### config.mk
export PLATFORM = sky130hd
export DESIGN_NAME = bal_split
export DESIGN_NICKNAME = d
export VERILOG_FILES = /design/src/rtl/bal_split.sv
export SDC_FILE = /design/constraint.sdc
export NUM_CORES = 1
export LEC_CHECK = 0
export ABC_AREA = 1
export BUFFER_PORTS_ARGS = -buffer_cell sky130_fd_sc_hd__buf_2
export CORE_ASPECT_RATIO = 1.4
export CORE_MARGIN = 2
export CORE_UTILIZATION = 40
export CTS_CLUSTER_SIZE = 8
export DETAILED_ROUTE_END_ITERATION = 7
export HOLD_SLACK_MARGIN = 0.1
export SLEW_MARGIN = 20
export SYNTH_ARGS = -nofsm -noshare
export SYNTH_HDL_FRONTEND = slang
export SYNTH_SLANG_ARGS = --single-unit
### constraint.sdc
create_clock -name clk -period 3.4 [get_ports clk]
set_input_delay 0.34 -clock clk [delete_from_list [all_inputs] [get_ports clk]]
set_output_delay 0.34 -clock clk [all_outputs]
set_load 0.01 [all_outputs]
### src/rtl/bal_split.sv
`timescale 1ns/1ps
module bal_split #(
  parameter int SLOT_W   = 32,
  parameter int SAMPLE_W = 16
) (
  input  logic clk,
  input  logic rst_n,
  input  logic ws_i,
  input  logic sd_i,
  input  logic mute_i,
  input  logic inv_i,
  output logic ws_o,
  output logic sdl_o,
  output logic sdr_o
);
  localparam int PAD = SLOT_W - SAMPLE_W;
  localparam int CW  = $clog2(SLOT_W);
  localparam logic [SAMPLE_W-1:0] S_MIN = {1'b1, {(SAMPLE_W-1){1'b0}}};
  localparam logic [SAMPLE_W-1:0] S_MAX = ~S_MIN;

  logic                ws_q;
  logic [SLOT_W-2:0]   sh;
  logic [SAMPLE_W-1:0] lw, fl, fr;
  logic [1:0]          nfr;

  wire slot_end = ws_i ^ ws_q;
  wire [SAMPLE_W-1:0] samp = sh[SLOT_W-2 -: SAMPLE_W];
  wire armed = (nfr == 2'd2);

  always_ff @(posedge clk or negedge rst_n) begin
    if (!rst_n) begin
      ws_q <= 1'b0;
      sh   <= '0;
      lw   <= '0;
      fl   <= '0;
      fr   <= '0;
      nfr  <= '0;
    end else begin
      ws_q <= ws_i;
      sh   <= {sh[SLOT_W-3:0], sd_i};
      if (slot_end) begin
        if (!ws_q) lw <= samp;
        else begin
          fl <= lw;
          fr <= samp;
          if (!armed) nfr <= nfr + 2'd1;
        end
      end
    end
  end

  function automatic logic [SAMPLE_W-1:0] neg_sat(input logic [SAMPLE_W-1:0] s);
    logic [SAMPLE_W-1:0] r;
    r = ~s + {{(SAMPLE_W-1){1'b0}}, 1'b1};
    return (s == S_MIN) ? S_MAX : r;
  endfunction

  wire [SAMPLE_W-1:0] nl = neg_sat(fl);
  wire [SAMPLE_W-1:0] nr = neg_sat(fr);

  wire oload    = ws_q ^ ws_o;
  wire pick_neg = ws_q ^ inv_i;
  wire [SLOT_W-1:0] wl = {(pick_neg ? nl : fl), {PAD{1'b0}}};
  wire [SLOT_W-1:0] wr = {(pick_neg ? nr : fr), {PAD{1'b0}}};

  logic [SLOT_W-1:0] olsh, orsh;
  logic              live;
  logic [CW-1:0]     ocnt;
  logic [1:0]        ntog;

  always_ff @(negedge clk or negedge rst_n) begin
    if (!rst_n) begin
      ws_o  <= 1'b0;
      sdl_o <= 1'b0;
      sdr_o <= 1'b0;
      olsh  <= '0;
      orsh  <= '0;
      live  <= 1'b0;
      ocnt  <= '0;
      ntog  <= '0;
    end else begin
      ws_o  <= ws_q;
      sdl_o <= live & ~mute_i & olsh[SLOT_W-1];
      sdr_o <= live & ~mute_i & orsh[SLOT_W-1];
      if (oload) begin
        olsh <= wl;
        orsh <= wr;
        ocnt <= '0;
        if (ntog != 2'd2) ntog <= ntog + 2'd1;
        if (!ws_q) live <= armed;
      end else begin
        olsh <= {olsh[SLOT_W-2:0], 1'b0};
        orsh <= {orsh[SLOT_W-2:0], 1'b0};
        ocnt <= ocnt + 1'b1;
      end
    end
  end


  slot_len_chk: assert property (@(negedge clk) disable iff (!rst_n)
    (oload && ntog == 2'd2) |-> (ocnt == CW'(SLOT_W-1)));


  mute_zero_chk: assert property (@(negedge clk) disable iff (!rst_n)
    $past(mute_i) |-> (!sdl_o && !sdr_o));


  startup_quiet_chk: assert property (@(negedge clk) disable iff (!rst_n)
    !$past(live) |-> (!sdl_o && !sdr_o));


  always_comb begin
    if (rst_n) begin
      neg_sum_chk: assert (fl == S_MIN || SAMPLE_W'(nl + fl) == '0);
    end
  end
endmodule

# Word-level counts from Yosys, hierarchy flattened
# Cells that the tools add are included.
[op_classes] n_addsub=3 eq_ne=3 muxes=6 bitwise=11 reduce_logical=4
[op_table] cell="$mux W16" n=4
[op_table] cell="$mux W32" n=2
[op_table] cell="$add A16 B1 Y16 const B" n=2
[op_table] cell="$eq A16 B16 Y1 const B" n=2
[op_table] cell="$not A16 Y16" n=2
[op_table] cell="$reduce_and A2 Y1" n=3
[op_table] cell="$and A1 B1 Y1" n=3
[op_table] cell="$not A1 Y1" n=3
[op_table] cell="$reduce_and A3 Y1" n=1
[op_table] cell="$xor A1 B1 Y1" n=3
[op_table] cell="$add A2 B1 Y2 const B" n=1
[op_table] cell="$eq A2 B2 Y1 const B" n=1
[word_totals] regBits=150 in_bits=6

# Longest topological paths before layout
[logic_depth] ltp_word=5 depth_mapped=10 mapped_depth_nobuf=10

==> flow_metrics.env <==
export IMPL_wire_per_inst_um=13.6
export IMPL_p_leak_nw=2.79
export IMPL_hold_class="reg -> reg"
export IMPL_tightest_slew_ns=0.808
export IMPL_synthArstFlopShare=1.00
export IMPL_fp_dieArea_um2=13400
export IMPL_critPathMaxFanout=9
export IMPL_yosysTopAreaCell="dfrtp_1"
export IMPL_outcome="complete, no violations"
export IMPL_hold_depth=0
export IMPL_r2r_setup_slack_ns=0.12
export IMPL_hold_path_startpoint="sh[12]$_DFF_PN0_"
export IMPL_synth_xor_xnor_area_share=0.0264
export IMPL_cts_root_buf="clkbuf_16"
export IMPL_clock_sinks=118
export IMPL_grt_max_degree=70
export IMPL_rsz0062_at_grt="false"
export IMPL_die_w_um=98.3
export IMPL_diodes=0
export IMPL_synth_top_area_frac=0.412
export IMPL_clockBufferDepth=2
export IMPL_slew_headroom=0.461
export IMPL_synthMuxAreaShare=0.0407
export IMPL_insertion_delay_ns=0.41
export IMPL_num_rows=48
export IMPL_path_clk_slew_ns=0.05
export IMPL_ys_top_cells_by_area="dfrtp_1, dfrtn_1, nand2_1"
export IMPL_dr_pass1_iters=5
export IMPL_crit_family="buffers and inverters"
export IMPL_cts_tree="done"
export IMPL_synthCells=528
export IMPL_synth_ff_type="dfrtp_1"
export IMPL_synth_seq_cells=118
export IMPL_slowest_delay_ns=0.37
export IMPL_place_congestion=0.838
export IMPL_syn_num_nets=540
export IMPL_postRouteWirelength_um=9740
export IMPL_fillers=1153
export IMPL_cp_required_ns=1.94
export IMPL_dp_hpwl_um=7160
export IMPL_wl_met3_um=252
export IMPL_synthToLayoutAreaGrowth_pct=17.8
export IMPL_grt_use_total=0.160
export IMPL_dp_cells=679
export IMPL_synth_edf_count=0
export IMPL_cts_max_level=4
export IMPL_overflow=0
export IMPL_fin_area_um2=5870
export IMPL_cp_slowest_cell="dfrtp_1"
export IMPL_setup_viol=0
export IMPL_cp_start_kind="flip-flop"
export IMPL_die_h_um=136
export IMPL_avgSynthCellArea_um2=9.43
export IMPL_pin_count=9
export IMPL_antenna_found_initial=0
export IMPL_power_density_nw_per_um2=706
export IMPL_vias_per_cell=4.75
export IMPL_irDropWorstVdd_mv=0.296
export IMPL_r2r_end="olsh[29]$_DFF_NN0_"
export IMPL_yosysMostFrequentCell="nand2_1"
export IMPL_rr_startpoint="ws_q$_DFF_PN0_"
export IMPL_initial_core_util=0.406
export IMPL_ys_warn_count=0
export IMPL_met2WireLength_um=4980
export IMPL_rr_worst_depth=9
export IMPL_fin_skew_ns=0.0269
export IMPL_synthTopCellsByCount="nand2_1, dfrtp_1, nor2_1"
export IMPL_synth_compound_area_frac=0.0648
export IMPL_grt_pass1_vias=3371
export IMPL_fin_nets=563
export IMPL_postRouteAntennaNets=0
export IMPL_vias=3395
export IMPL_highest_layer="met4"
export IMPL_path_cells="inv_2, ha_1, inv_4, buf_4, nand2_4, inv_2, nand3_1, nand2_1, inv_1"
export IMPL_io_buffers=8
export IMPL_layout_cells_non_filler=714
export IMPL_drc_errors=0
export IMPL_arrival_ns=1.82
export IMPL_drv_cap=0
export IMPL_drive_gt1_frac=0.161
export IMPL_synth_area_um2=4980
export IMPL_grt_pass1_wl_um=16400
export IMPL_crit_top_cell="inv_2"
export IMPL_hold_viol_final=0
export IMPL_numCtsBuffers=17
export IMPL_synth_simple_area_share=0.200
export IMPL_fin_total_pwr_mw=4.14
export IMPL_hold_path_end="sh[13]$_DFF_PN0_"
export IMPL_synth_top_family_by_area="simple AND/OR/NAND/NOR gates"
export IMPL_end_kind="flip-flop"
export IMPL_path_buf_inv=5
export IMPL_drt_initial_drc_count=164
export IMPL_synthAdderAreaFrac=0.0151
export IMPL_cp_depth=9
export IMPL_fin_tns_setup_ns=0
export IMPL_post_cts_buffers=0
export IMPL_synth_distinct_cells=31
export IMPL_ys_seq_area_frac=0.593
export IMPL_place_area_um2=5210
export IMPL_core_area_um2=12300
export IMPL_worstSetupPathType="reg -> reg"
export IMPL_met1_length_um=4330
export IMPL_drv_slew=0
[worst reg2reg max path, cell delays in order (launching register included)]
cell and delay (ns):
dfrtp_1 0.37, inv_2 0.07, ha_1 0.32, inv_4 0.12
buf_4 0.18, nand2_4 0.09, inv_2 0.09, nand3_1 0.09
nand2_1 0.07, inv_1 0.03
[per-stage QoR]
step | worst slack [ns] | hold WS (ns) | utilization
floorplan | 0.119 | 0.0444 | -
global placement | 0.0832 | 0.338 | 0.425
detailed placement | 0.0342 | 0.336 | 0.425
CTS | 0.0708 | 0.352 | 0.477
global route | 0.00256 | 0.362 | 0.479
finish | 0.124 | 0.349 | 0.479
[metal layers]
metal / up-vias / GRT usage
met5: - / 0
met4: 0 / 0.0685
met3: 12 / 0.0355
met2: 49 / 0.274
met1: 1617 / 0.193
li1: 1717 / -
[where the power goes]
part           leakage, nW  switching [mW]  total, mW  internal [mW]
clock network        0.286           0.618       1.81           1.19
registers             1.40           0.117       1.75           1.63
logic                 1.10           0.364      0.586          0.222
total                 2.79            1.10       4.14           3.04
[worst max-delay path by stage]
stage,startpoint,end,slack (ns)
6_report,ws_q$_DFF_PN0_,olsh[29]$_DFF_NN0_,0.12
5_1_grt,ws_q$_DFF_PN0_,olsh[29]$_DFF_NN0_,0.003
4_1_cts,fr[0]$_DFFE_PN0P_,orsh[26]$_DFF_NN0_,0.07
3_5_place_dp,ws_q$_DFF_PN0_,olsh[31]$_DFF_NN0_,0.03
3_3_place_gp,ws_q$_DFF_PN0_,olsh[31]$_DFF_NN0_,0.08
2_1_floorplan,ws_q$_DFF_PN0_,olsh[17]$_DFF_NN0_,0.12
[registers in the layout, summed over array words and instances, names as in the netlist]
register and count:
fl 16, fr 16, live 1, lw 16, nfr 2, olsh 16
orsh 16, sdl_o 1, sdr_o 1, sh 31, ws_o 1, ws_q 1
[kinds of logic after synthesis]
family | Yosys count
DFF | 118
adders and majority gates | 6
AOI/OAI and AO/OA | 60
muxes | 18
and+or+nand+nor | 239
buffers and inverters | 72
xor gates and xnor gates | 15
[timing repair]
item	CTS	global route
setup endpoints to repair	1	5
gates resized for setup	1	7
cloned	0	0
hold buffers	3	0
hold endpoints to repair	15	0
pin swaps	0	1
[cell usage in the layout, fill, tap and decap left out, types with 7 or more instances in the layout]
| master | n |
|---|---|
| nor2_1 | 76 |
| o21ai_0 | 35 |
| nand2_1 | 121 |
| buf_4 | 8 |
| dfrtp_1 | 82 |
| inv_1 | 49 |
| a21oi_1 | 9 |
| buf_2 | 7 |
| dfrtn_1 | 36 |
| clkbuf_16 | 17 |
| nand3_1 | 23 |
| xor2_1 | 15 |
| mux2_2 | 18 |
[final cells by class]
cell class                      instances  area (µm²)  share of cell area
Clock buffer                           20         457              0.0779
Inverter                               56         215              0.0367
Tap cell                              150         188              0.0320
Sequential cell                       118        2950               0.503
Timing Repair Buffer                   20         156              0.0267
Clock inverter                         12         151              0.0258
Multi-Input combinational cell        338        1750               0.298
Power figures use the tool's default switching activity.
